[src/rtl/mcc_pkg.sv]
package mcc_pkg;

    localparam int OPC_W   = 6;
    localparam int STATE_W = 4;
    localparam int ALUOP_W = 2;
    localparam int SELB_W  = 2;

    localparam logic [OPC_W-1:0] OPC_RTYPE = 6'b000000;
    localparam logic [OPC_W-1:0] OPC_BEQ   = 6'b000100;
    localparam logic [OPC_W-1:0] OPC_ORI   = 6'b001101;
    localparam logic [OPC_W-1:0] OPC_LW    = 6'b100011;
    localparam logic [OPC_W-1:0] OPC_SW    = 6'b101011;

    typedef enum logic [STATE_W-1:0] {
        ST_FETCH   = 4'd0,
        ST_DECODE  = 4'd1,
        ST_BRCMP   = 4'd2,
        ST_RX_EXE  = 4'd4,
        ST_RX_WB   = 4'd5,
        ST_OR_EXE  = 4'd6,
        ST_OR_WB   = 4'd7,
        ST_LD_ADDR = 4'd8,
        ST_LD_READ = 4'd9,
        ST_LD_WB   = 4'd10,
        ST_ST_ADDR = 4'd11,
        ST_ST_WRT  = 4'd12
    } state_e;

    typedef enum logic [ALUOP_W-1:0] {
        ALU_ADD  = 2'b00,
        ALU_SUB  = 2'b01,
        ALU_FUNC = 2'b10,
        ALU_OR   = 2'b11
    } alu_op_e;

    typedef enum logic [SELB_W-1:0] {
        SB_FOUR    = 2'b00,
        SB_REG_B   = 2'b01,
        SB_IMM_SL2 = 2'b10,
        SB_IMM     = 2'b11
    } selb_e;

    typedef struct packed {
        logic    mem_rd;
        logic    mem_wr;
        logic    iord;
        logic    ir_wr;
        logic    pc_wr;
        logic    pc_wr_cond;
        logic    pc_src;
        alu_op_e alu_op;
        logic    sel_a;
        selb_e   sel_b;
        logic    ext_op;
        logic    reg_wr;
        logic    reg_dst;
        logic    mem_to_reg;
    } ctrl_t;

    function automatic ctrl_t ctrl_idle();
        ctrl_t c;
        c.mem_rd     = 1'b0;
        c.mem_wr     = 1'b0;
        c.iord       = 1'b0;
        c.ir_wr      = 1'b0;
        c.pc_wr      = 1'b0;
        c.pc_wr_cond = 1'b0;
        c.pc_src     = 1'b0;
        c.alu_op     = ALU_ADD;
        c.sel_a      = 1'b0;
        c.sel_b      = SB_FOUR;
        c.ext_op     = 1'b0;
        c.reg_wr     = 1'b0;
        c.reg_dst    = 1'b0;
        c.mem_to_reg = 1'b0;
        return c;
    endfunction

    function automatic state_e dispatch(input logic [OPC_W-1:0] op);
        case (op)
            OPC_RTYPE: return ST_RX_EXE;
            OPC_ORI:   return ST_OR_EXE;
            OPC_LW:    return ST_LD_ADDR;
            OPC_SW:    return ST_ST_ADDR;
            OPC_BEQ:   return ST_BRCMP;
            default:   return ST_FETCH;
        endcase
    endfunction

endpackage

[src/rtl/mcc_seq_next.sv]
module mcc_seq_next
    import mcc_pkg::*;
(
    input  state_e           cur,
    input  logic [OPC_W-1:0] opcode,
    output state_e           nxt
);
    always_comb begin
        case (cur)
            ST_FETCH:   nxt = ST_DECODE;
            ST_DECODE:  nxt = dispatch(opcode);
            ST_RX_EXE:  nxt = ST_RX_WB;
            ST_OR_EXE:  nxt = ST_OR_WB;
            ST_LD_ADDR: nxt = ST_LD_READ;
            ST_LD_READ: nxt = ST_LD_WB;
            ST_ST_ADDR: nxt = ST_ST_WRT;
            default:    nxt = ST_FETCH;
        endcase
    end
endmodule

[src/rtl/mcc_ctrl_decode.sv]
module mcc_ctrl_decode
    import mcc_pkg::*;
(
    input  state_e cur,
    output ctrl_t  ctl
);
    always_comb begin
        ctl = ctrl_idle();
        case (cur)
            ST_FETCH: begin
                ctl.mem_rd = 1'b1;
                ctl.ir_wr  = 1'b1;
                ctl.pc_wr  = 1'b1;
                ctl.sel_b  = SB_FOUR;
                ctl.alu_op = ALU_ADD;
            end
            ST_DECODE: begin
                ctl.sel_b  = SB_IMM_SL2;
                ctl.ext_op = 1'b1;
                ctl.alu_op = ALU_ADD;
            end
            ST_BRCMP: begin
                ctl.sel_a      = 1'b1;
                ctl.sel_b      = SB_REG_B;
                ctl.alu_op     = ALU_SUB;
                ctl.pc_wr_cond = 1'b1;
                ctl.pc_src     = 1'b1;
            end
            ST_RX_EXE: begin
                ctl.sel_a  = 1'b1;
                ctl.sel_b  = SB_REG_B;
                ctl.alu_op = ALU_FUNC;
            end
            ST_RX_WB: begin
                ctl.reg_wr  = 1'b1;
                ctl.reg_dst = 1'b1;
            end
            ST_OR_EXE: begin
                ctl.sel_a  = 1'b1;
                ctl.sel_b  = SB_IMM;
                ctl.alu_op = ALU_OR;
            end
            ST_OR_WB: begin
                ctl.reg_wr = 1'b1;
            end
            ST_LD_ADDR, ST_ST_ADDR: begin
                ctl.sel_a  = 1'b1;
                ctl.sel_b  = SB_IMM;
                ctl.ext_op = 1'b1;
                ctl.alu_op = ALU_ADD;
            end
            ST_LD_READ: begin
                ctl.mem_rd = 1'b1;
                ctl.iord   = 1'b1;
            end
            ST_LD_WB: begin
                ctl.reg_wr     = 1'b1;
                ctl.mem_to_reg = 1'b1;
            end
            ST_ST_WRT: begin
                ctl.mem_wr = 1'b1;
                ctl.iord   = 1'b1;
            end
            default: ctl = ctrl_idle();
        endcase
    end
endmodule

[src/rtl/mcc_pc_gate.sv]
module mcc_pc_gate (
    input  logic pc_wr,
    input  logic pc_wr_cond,
    input  logic zero,
    output logic pc_en
);
    always_comb pc_en = pc_wr | (pc_wr_cond & zero);
endmodule

[src/rtl/mcc_ctrl_fsm.sv]
module mcc_ctrl_fsm
    import mcc_pkg::*;
(
    input  logic               clk,
    input  logic               rst,
    input  logic [OPC_W-1:0]   opcode,
    input  logic               alu_zero,
    output logic               mem_rd,
    output logic               mem_wr,
    output logic               iord,
    output logic               ir_wr,
    output logic               pc_wr,
    output logic               pc_wr_cond,
    output logic               pc_src,
    output logic [ALUOP_W-1:0] alu_op,
    output logic               alu_sel_a,
    output logic [SELB_W-1:0]  alu_sel_b,
    output logic               ext_op,
    output logic               reg_wr,
    output logic               reg_dst,
    output logic               mem_to_reg,
    output logic               pc_en
);
    state_e state_q;
    state_e state_d;
    ctrl_t  ctl;

    always_ff @(posedge clk) begin
        if (rst) state_q <= ST_FETCH;
        else     state_q <= state_d;
    end

    mcc_seq_next u_next (
        .cur    (state_q),
        .opcode (opcode),
        .nxt    (state_d)
    );

    mcc_ctrl_decode u_dec (
        .cur (state_q),
        .ctl (ctl)
    );

    mcc_pc_gate u_pcg (
        .pc_wr      (ctl.pc_wr),
        .pc_wr_cond (ctl.pc_wr_cond),
        .zero       (alu_zero),
        .pc_en      (pc_en)
    );

    always_comb begin
        mem_rd     = ctl.mem_rd;
        mem_wr     = ctl.mem_wr;
        iord       = ctl.iord;
        ir_wr      = ctl.ir_wr;
        pc_wr      = ctl.pc_wr;
        pc_wr_cond = ctl.pc_wr_cond;
        pc_src     = ctl.pc_src;
        alu_op     = ctl.alu_op;
        alu_sel_a  = ctl.sel_a;
        alu_sel_b  = ctl.sel_b;
        ext_op     = ctl.ext_op;
        reg_wr     = ctl.reg_wr;
        reg_dst    = ctl.reg_dst;
        mem_to_reg = ctl.mem_to_reg;
    end
endmodule

[config.mk]
export PLATFORM = sky130hd
export DESIGN_NAME = mcc_ctrl_fsm
export DESIGN_NICKNAME = d
export VERILOG_FILES = /design/src/rtl/mcc_pkg.sv /design/src/rtl/mcc_seq_next.sv /design/src/rtl/mcc_ctrl_decode.sv /design/src/rtl/mcc_pc_gate.sv /design/src/rtl/mcc_ctrl_fsm.sv
export SDC_FILE = /design/constraint.sdc
export NUM_CORES = 1
export LEC_CHECK = 0
export ABC_AREA = 1
export CAP_MARGIN = 15
export CORE_MARGIN = 4
export CORE_UTILIZATION = 32
export DETAILED_ROUTE_END_ITERATION = 8
export PLACE_DENSITY = 0.79
export RECOVER_POWER = 100
export SLEW_MARGIN = 10
export SYNTH_ARGS = -nofsm -noshare
export SYNTH_HDL_FRONTEND = slang
export SYNTH_SLANG_ARGS = --single-unit
[constraint.sdc]
create_clock -name clk -period 1.1 [get_ports clk]
set_input_delay 0.275 -clock clk [delete_from_list [all_inputs] [get_ports clk]]
set_output_delay 0.275 -clock clk [all_outputs]
set_load 0.01 [all_outputs]
**Yosys cells after proc, flatten, opt, wreduce, memory -nomap -nowiden**

Cells that the tools add are included.

- Bits of input ports: 9
- Output and inout port bits: 17
- Register bits: 4
- Word-level logic and storage cells: 41

- Bitwise logic cells: 2
- Equal/unequal tests: 15
- Muxes and demuxes: 14
- Reduce and logical (&&, ||, !) cells: 9

Operator list:

| kind | number |
|---|---|
| $pmux W4 S7 | 1 |
| $eq A4 B4 Y1 const B | 5 |
| $pmux W4 S5 | 1 |
| $eq A4 B3 Y1 const B | 4 |
| $eq A6 B6 Y1 const B | 2 |
| $pmux W2 S3 | 2 |
| $reduce_or A3 Y1 | 3 |
| $mux W1 | 8 |
| $eq A6 B3 Y1 const B | 1 |
| $eq A6 B4 Y1 const B | 1 |
| $logic_not A6 Y1 | 1 |
| $reduce_or A2 Y1 | 3 |
| $reduce_or A5 Y1 | 1 |
| $eq A4 B1 Y1 const B | 1 |
| $eq A4 B2 Y1 const B | 1 |
| $logic_not A4 Y1 | 1 |
| $mux W2 | 2 |
| $and A1 B1 Y1 | 1 |
| $or A1 B1 Y1 | 1 |

**Longest topological paths before layout**

- Word-level depth: 4
- Mapped depth: 6
- Gate-level depth less buffers: 6

**Cells and area by module**

Synthesis repeated with hierarchy kept, for this count alone.

- Cell total of the unflattened synthesis: 97
- Area total of the unflattened synthesis: 516.7 um2

By module, submodules not included:

| module | cells each | sequential area each (um2) | area an instance (um2) | instances |
|---|---|---|---|---|
| mcc_seq_next | 44 | 0.0 | 215.2 | 1 |
| mcc_ctrl_decode | 38 | 0.0 | 180.2 | 1 |
| mcc_ctrl_fsm | 12 | 80.1 | 110.1 | 1 |
| mcc_pc_gate | 3 | 0.0 | 11.3 | 1 |

**Least setup slack after synthesis**

OpenSTA, ideal clock, no wires.

- Path kind: reg2out
- From: register state_q[0]
- To: output alu_sel_a
- Setup slack: -0.093 ns
- Path buffers: 0
- Data arrival time: 0.918 ns
- Data required time: 0.825 ns
- Stages on the path, launching flop included: 6
- Cell sequence: dfxtp_1 -> inv_2 -> nand2_2 -> nor2_2 -> nor2_1 -> nand3_1

- Word-level cells in the longest chain between the ends: 3
- Elaborated cells on any way between the ends: 7
- Those cells by class: eq/ne: 5; mux: 1; reduce/logical: 1

RTL lines:

| item | line | source |
|---|---|---|
| start, declared | mcc_ctrl_fsm.sv:24 | `state_e state_q;` |
| start signal, assigned | mcc_ctrl_fsm.sv:30 | `else state_q <= state_d;` |
| $eq A4 B2 Y1, or another cell as far along | mcc_ctrl_decode.sv:9 | `case (cur)` |
| $reduce_or A5 Y1 (no line) (*) | -- |  |
| $mux W1 (*) | mcc_ctrl_decode.sv:9 |  |
| end, declared | mcc_ctrl_fsm.sv:16 | `output logic alu_sel_a,` |

Every way passes the cells marked *; elsewhere a longest branch is shown, timed or not.

**Worst setup path in the final report**

- From: register state_q[0]
- To: output alu_sel_b[1]

- Word-level cells in the longest chain between the ends: 3
- Elaborated cells on any way between the ends: 9
- Those cells by class: eq/ne: 6; mux: 1; reduce/logical: 2

RTL lines:

| item | line | source |
|---|---|---|
| $eq A4 B3 Y1, or another cell as far along | mcc_ctrl_decode.sv:9 |  |
| $reduce_or A3 Y1 (no line) / $reduce_or A2 Y1 (equally long branches) | -- |  |
| $pmux W2 S3 (*) | mcc_ctrl_decode.sv:9 |  |
| end, declared | mcc_ctrl_fsm.sv:17 | `output logic [SELB_W-1:0] alu_sel_b,` |

Marks and branches as above.

==> impl_metrics.sql <==
INSERT INTO impl_metrics (metric_group, metric, value, unit) VALUES
('status', 'outcome', 'complete, but fails checks', ''),
('status', 'violated_checks', 'setup timing', ''),
('route', 'antenna_violating_nets_post_route', '0', ''),
('final_layout', 'area_added_between_synthesis_and_finish', '147.7', '%'),
('critical_path', 'crit_path_start', 'state_q[0]$_SDFF_PP0_', ''),
('synth', 'synth_sequential_area_ratio', '18.50', '%'),
('final_layout', 'max_flop_register', 'state_q', ''),
('global_route', 'groute.layer.met1.usage', '21.08', '%'),
('global_route', 'globalRouteOverflowTotal', '0', ''),
('critical_path', 'critical_path_class', 'flip-flop to output port', ''),
('cts', 'cts.clk_slew.worst_paths', '0.04', 'ns'),
('cts', 'cts_htree_levels', '1', ''),
('power', 'internal_portion_of_total_power', '0.3930', 'mW'),
('floorplan', 'floorplan.initialDensity', '36.50', '%'),
('synth', 'synth_most_common_cell', 'nor2_1', ''),
('synth', 'synth_top_family_by_area', 'simple AND/OR/NAND/NOR gates', ''),
('final_layout', 'layout.nets', '140', ''),
('critical_path', 'cp_data_required_time', '0.82', 'ns'),
('final_layout', 'reg_top3', 'state_q (4)', ''),
('synth', 'yosys.cell_types.count', '17', ''),
('timing', 'worst_pin_slew', '0.2066', 'ns'),
('final_layout', 'proportion_of_layout_cells_with_a_drive_suffix_above_1', '73.64', '%'),
('timing', 'post-route-min-period', '1.569', 'ns'),
('power', 'p_comb_share', '42.8', '%'),
('synth', 'synth_enable_flop_cells', '0', ''),
('timing', 'finalSetupViolCount', '21', ''),
('floorplan', 'floorplan.die_area', '2005', 'µm²'),
('cts', 'clkLatencyLatePin', '0.25', 'ns'),
('route', 'dr.pass1.iters', '4', ''),
('final_layout', 'n_antenna_cell', '0', ''),
('placement', 'dpl.hpwl', '1.200', 'mm'),
('synth', 'synth_compound_gate_area_share', '10.98', '%'),
('cts', 'clock_tree.root_cell', 'clkbuf_4', ''),
('timing', 'rsz0062_at_grt', 'true', ''),
('floorplan', 'die_height', '44.78', 'µm'),
('timing', 'max_slew_margin', '86.18', '%'),
('timing', 'count_of_final_hold_check_violations', '0', ''),
('global_route', 'grt_pass1_wl', '2.842', 'mm'),
('power', 'clock_power_share', '32.4', '%'),
('timing', 'timing.final.ws_setup', '-0.4690', 'ns'),
('synth', 'netlist_top_cells_count', '22 x nor2_1, 10 x nand2_1, 8 x inv_1', ''),
('synth', 'synth_async_sr_flop_share', '0', '%'),
('synth', 'synth_flop_cell', 'dfxtp_1', ''),
('synth', 'number_of_register_bits_inferred_by_synthesis', '4', ''),
('route', 'avgViaCountPerCell', '5.413', ''),
('global_route', 'vias_in_the_first_global_route', '628', ''),
('timing', 'max_clock_freq', '637.4', 'MHz'),
('cts', 'ctsLongestPathBuffers', '2', ''),
('route', 'via_count', '774', ''),
('timing', 'final_min_period_over_clock_period', '142.6', '%'),
('synth', 'synthesized_instance_count', '80', ''),
('synth', 'synthesis.nets', '89', ''),
('global_route', 'global_route.usage.total', '20.03', '%'),
('synth', 'synth.top_cell.area_share', '19.08', '%'),
('global_route', 'grt.met2_usage', '34.67', '%'),
('critical_path', 'critPathCaptureType', 'output port', ''),
('synth', 'yosys_warnings', '0', ''),
('critical_path', 'crit_arrival', '1.29', 'ns'),
('placement', 'io_port_bufs', '25', ''),
('critical_path', 'rr_startpoint', 'state_q[0]$_SDFF_PP0_', ''),
('floorplan', 'core-area', '1186', 'µm²'),
('critical_path', 'setup.worst_path.start_class', 'flip-flop', ''),
('cts', 'cts_sinks', '4', ''),
('synth', 'synth_top_area_cell', 'nor2_1', ''),
('cts', 'tritoncts', 'built', ''),
('global_route', 'grt.met3_usage', '5.179', '%'),
('synth', 'synth_simple_gate_area_share', '54.91', '%'),
('floorplan', 'number_of_rows_in_the_core_area', '12', ''),
('placement', 'pre_cts_slack', '-0.6133', 'ns'),
('route', 'drc', '0', ''),
('final_layout', 'largest_register_ffs', '4', '');
path summary, 6_finish.rpt:
kind / end / cells after the start / slack (ns)
min reg2reg: state_q[0]$_SDFF_PP0_ / 3 / 0.71
max reg2reg: state_q[0]$_SDFF_PP0_ / 8 / -0.09
min: state_q[2]$_SDFF_PP0_ / 6 / 0.55
max: alu_sel_b[1] / 6 / -0.47
cells by family after synthesis:
group,count (synthesis)
AOI/OAI and AO/OA,9
buffers and inverters,16
DFF,4
and+or+nand+nor,51
cell type report:
class	count	area [µm²]
Inverter	14	67.56
Tap cell	14	17.52
Fill cell	56	113.9
Clock buffer	3	22.52
Timing Repair Buffer	48	412.9
Multi-Input combinational cell	60	456.7
Sequential cell	4	95.09
placed cells by master (no fill, tap or decap):
cell and n:
buf_4 17, buf_6 14, nor2_4 12, nor2_1 11, inv_2 9, buf_2 9
nand2_1 6, nand2_4 5, nand3_2 5, nand2_2 4, clkdlybuf4s50_1 4, dfxtp_4 4
nor2_2 3, a21oi_2 3, o21ai_2 3, nand3_1 3, clkbuf_4 3, inv_1 2
dlymetal6s2s_1 2, dlygate4sd2_1 2, inv_8 1, inv_6 1, nor3_4 1, o22ai_1 1
inv_4 1, a31oi_1 1, nand4_1 1, a21oi_1 1
metrics by stage:
stage	utilization (%)	power (mW)	area (µm²)	std cells	TNS (ns)
after global placement	69.41	0.3351	823.3	131	-9.292
after global routing	90.40	0.6287	1072	143	-7.307
final	90.40	0.6076	1072	143	-6.504
after CTS	78.80	0.5447	934.6	142	-5.546
after detailed placement	69.41	0.3390	823.3	131	-9.672
after floorplan	-	0.2347	465.4	80	-0.1816
power by group through the flow:
stage	Clock, mW	Combinational, mW	Sequential [mW]
3_3_place_gp	0	0.180	0.156
5_1_grt	0.205	0.273	0.151
3_5_place_dp	0	0.183	0.156
6_report	0.197	0.260	0.151
2_1_floorplan	0	0.0795	0.155
4_1_cts	0.191	0.203	0.150
critical path: stages, from the launching register on:
cell and delay (ns):
dfxtp_4 0.37, inv_8 0.05, buf_6 0.12, nor3_4 0.21, inv_2 0.09, nand3_2 0.10, buf_6 0.10
metal layers:
layer	up-vias	share of wire, %
met5	-	0
met4	0	5.1
met3	12	5.6
met2	36	54
met1	373	36
li1	353	-
timing repair:
item | 4_1_cts | 5_1_grt
gates resized for setup | 105 | 34
buffers inserted | 9 | 5
pin swaps | 11 | 20
endpoints found under the setup margin | 21 | 21
hold buffers | 0 | 0
No activity file was read; power rests on OpenSTA's default activity.
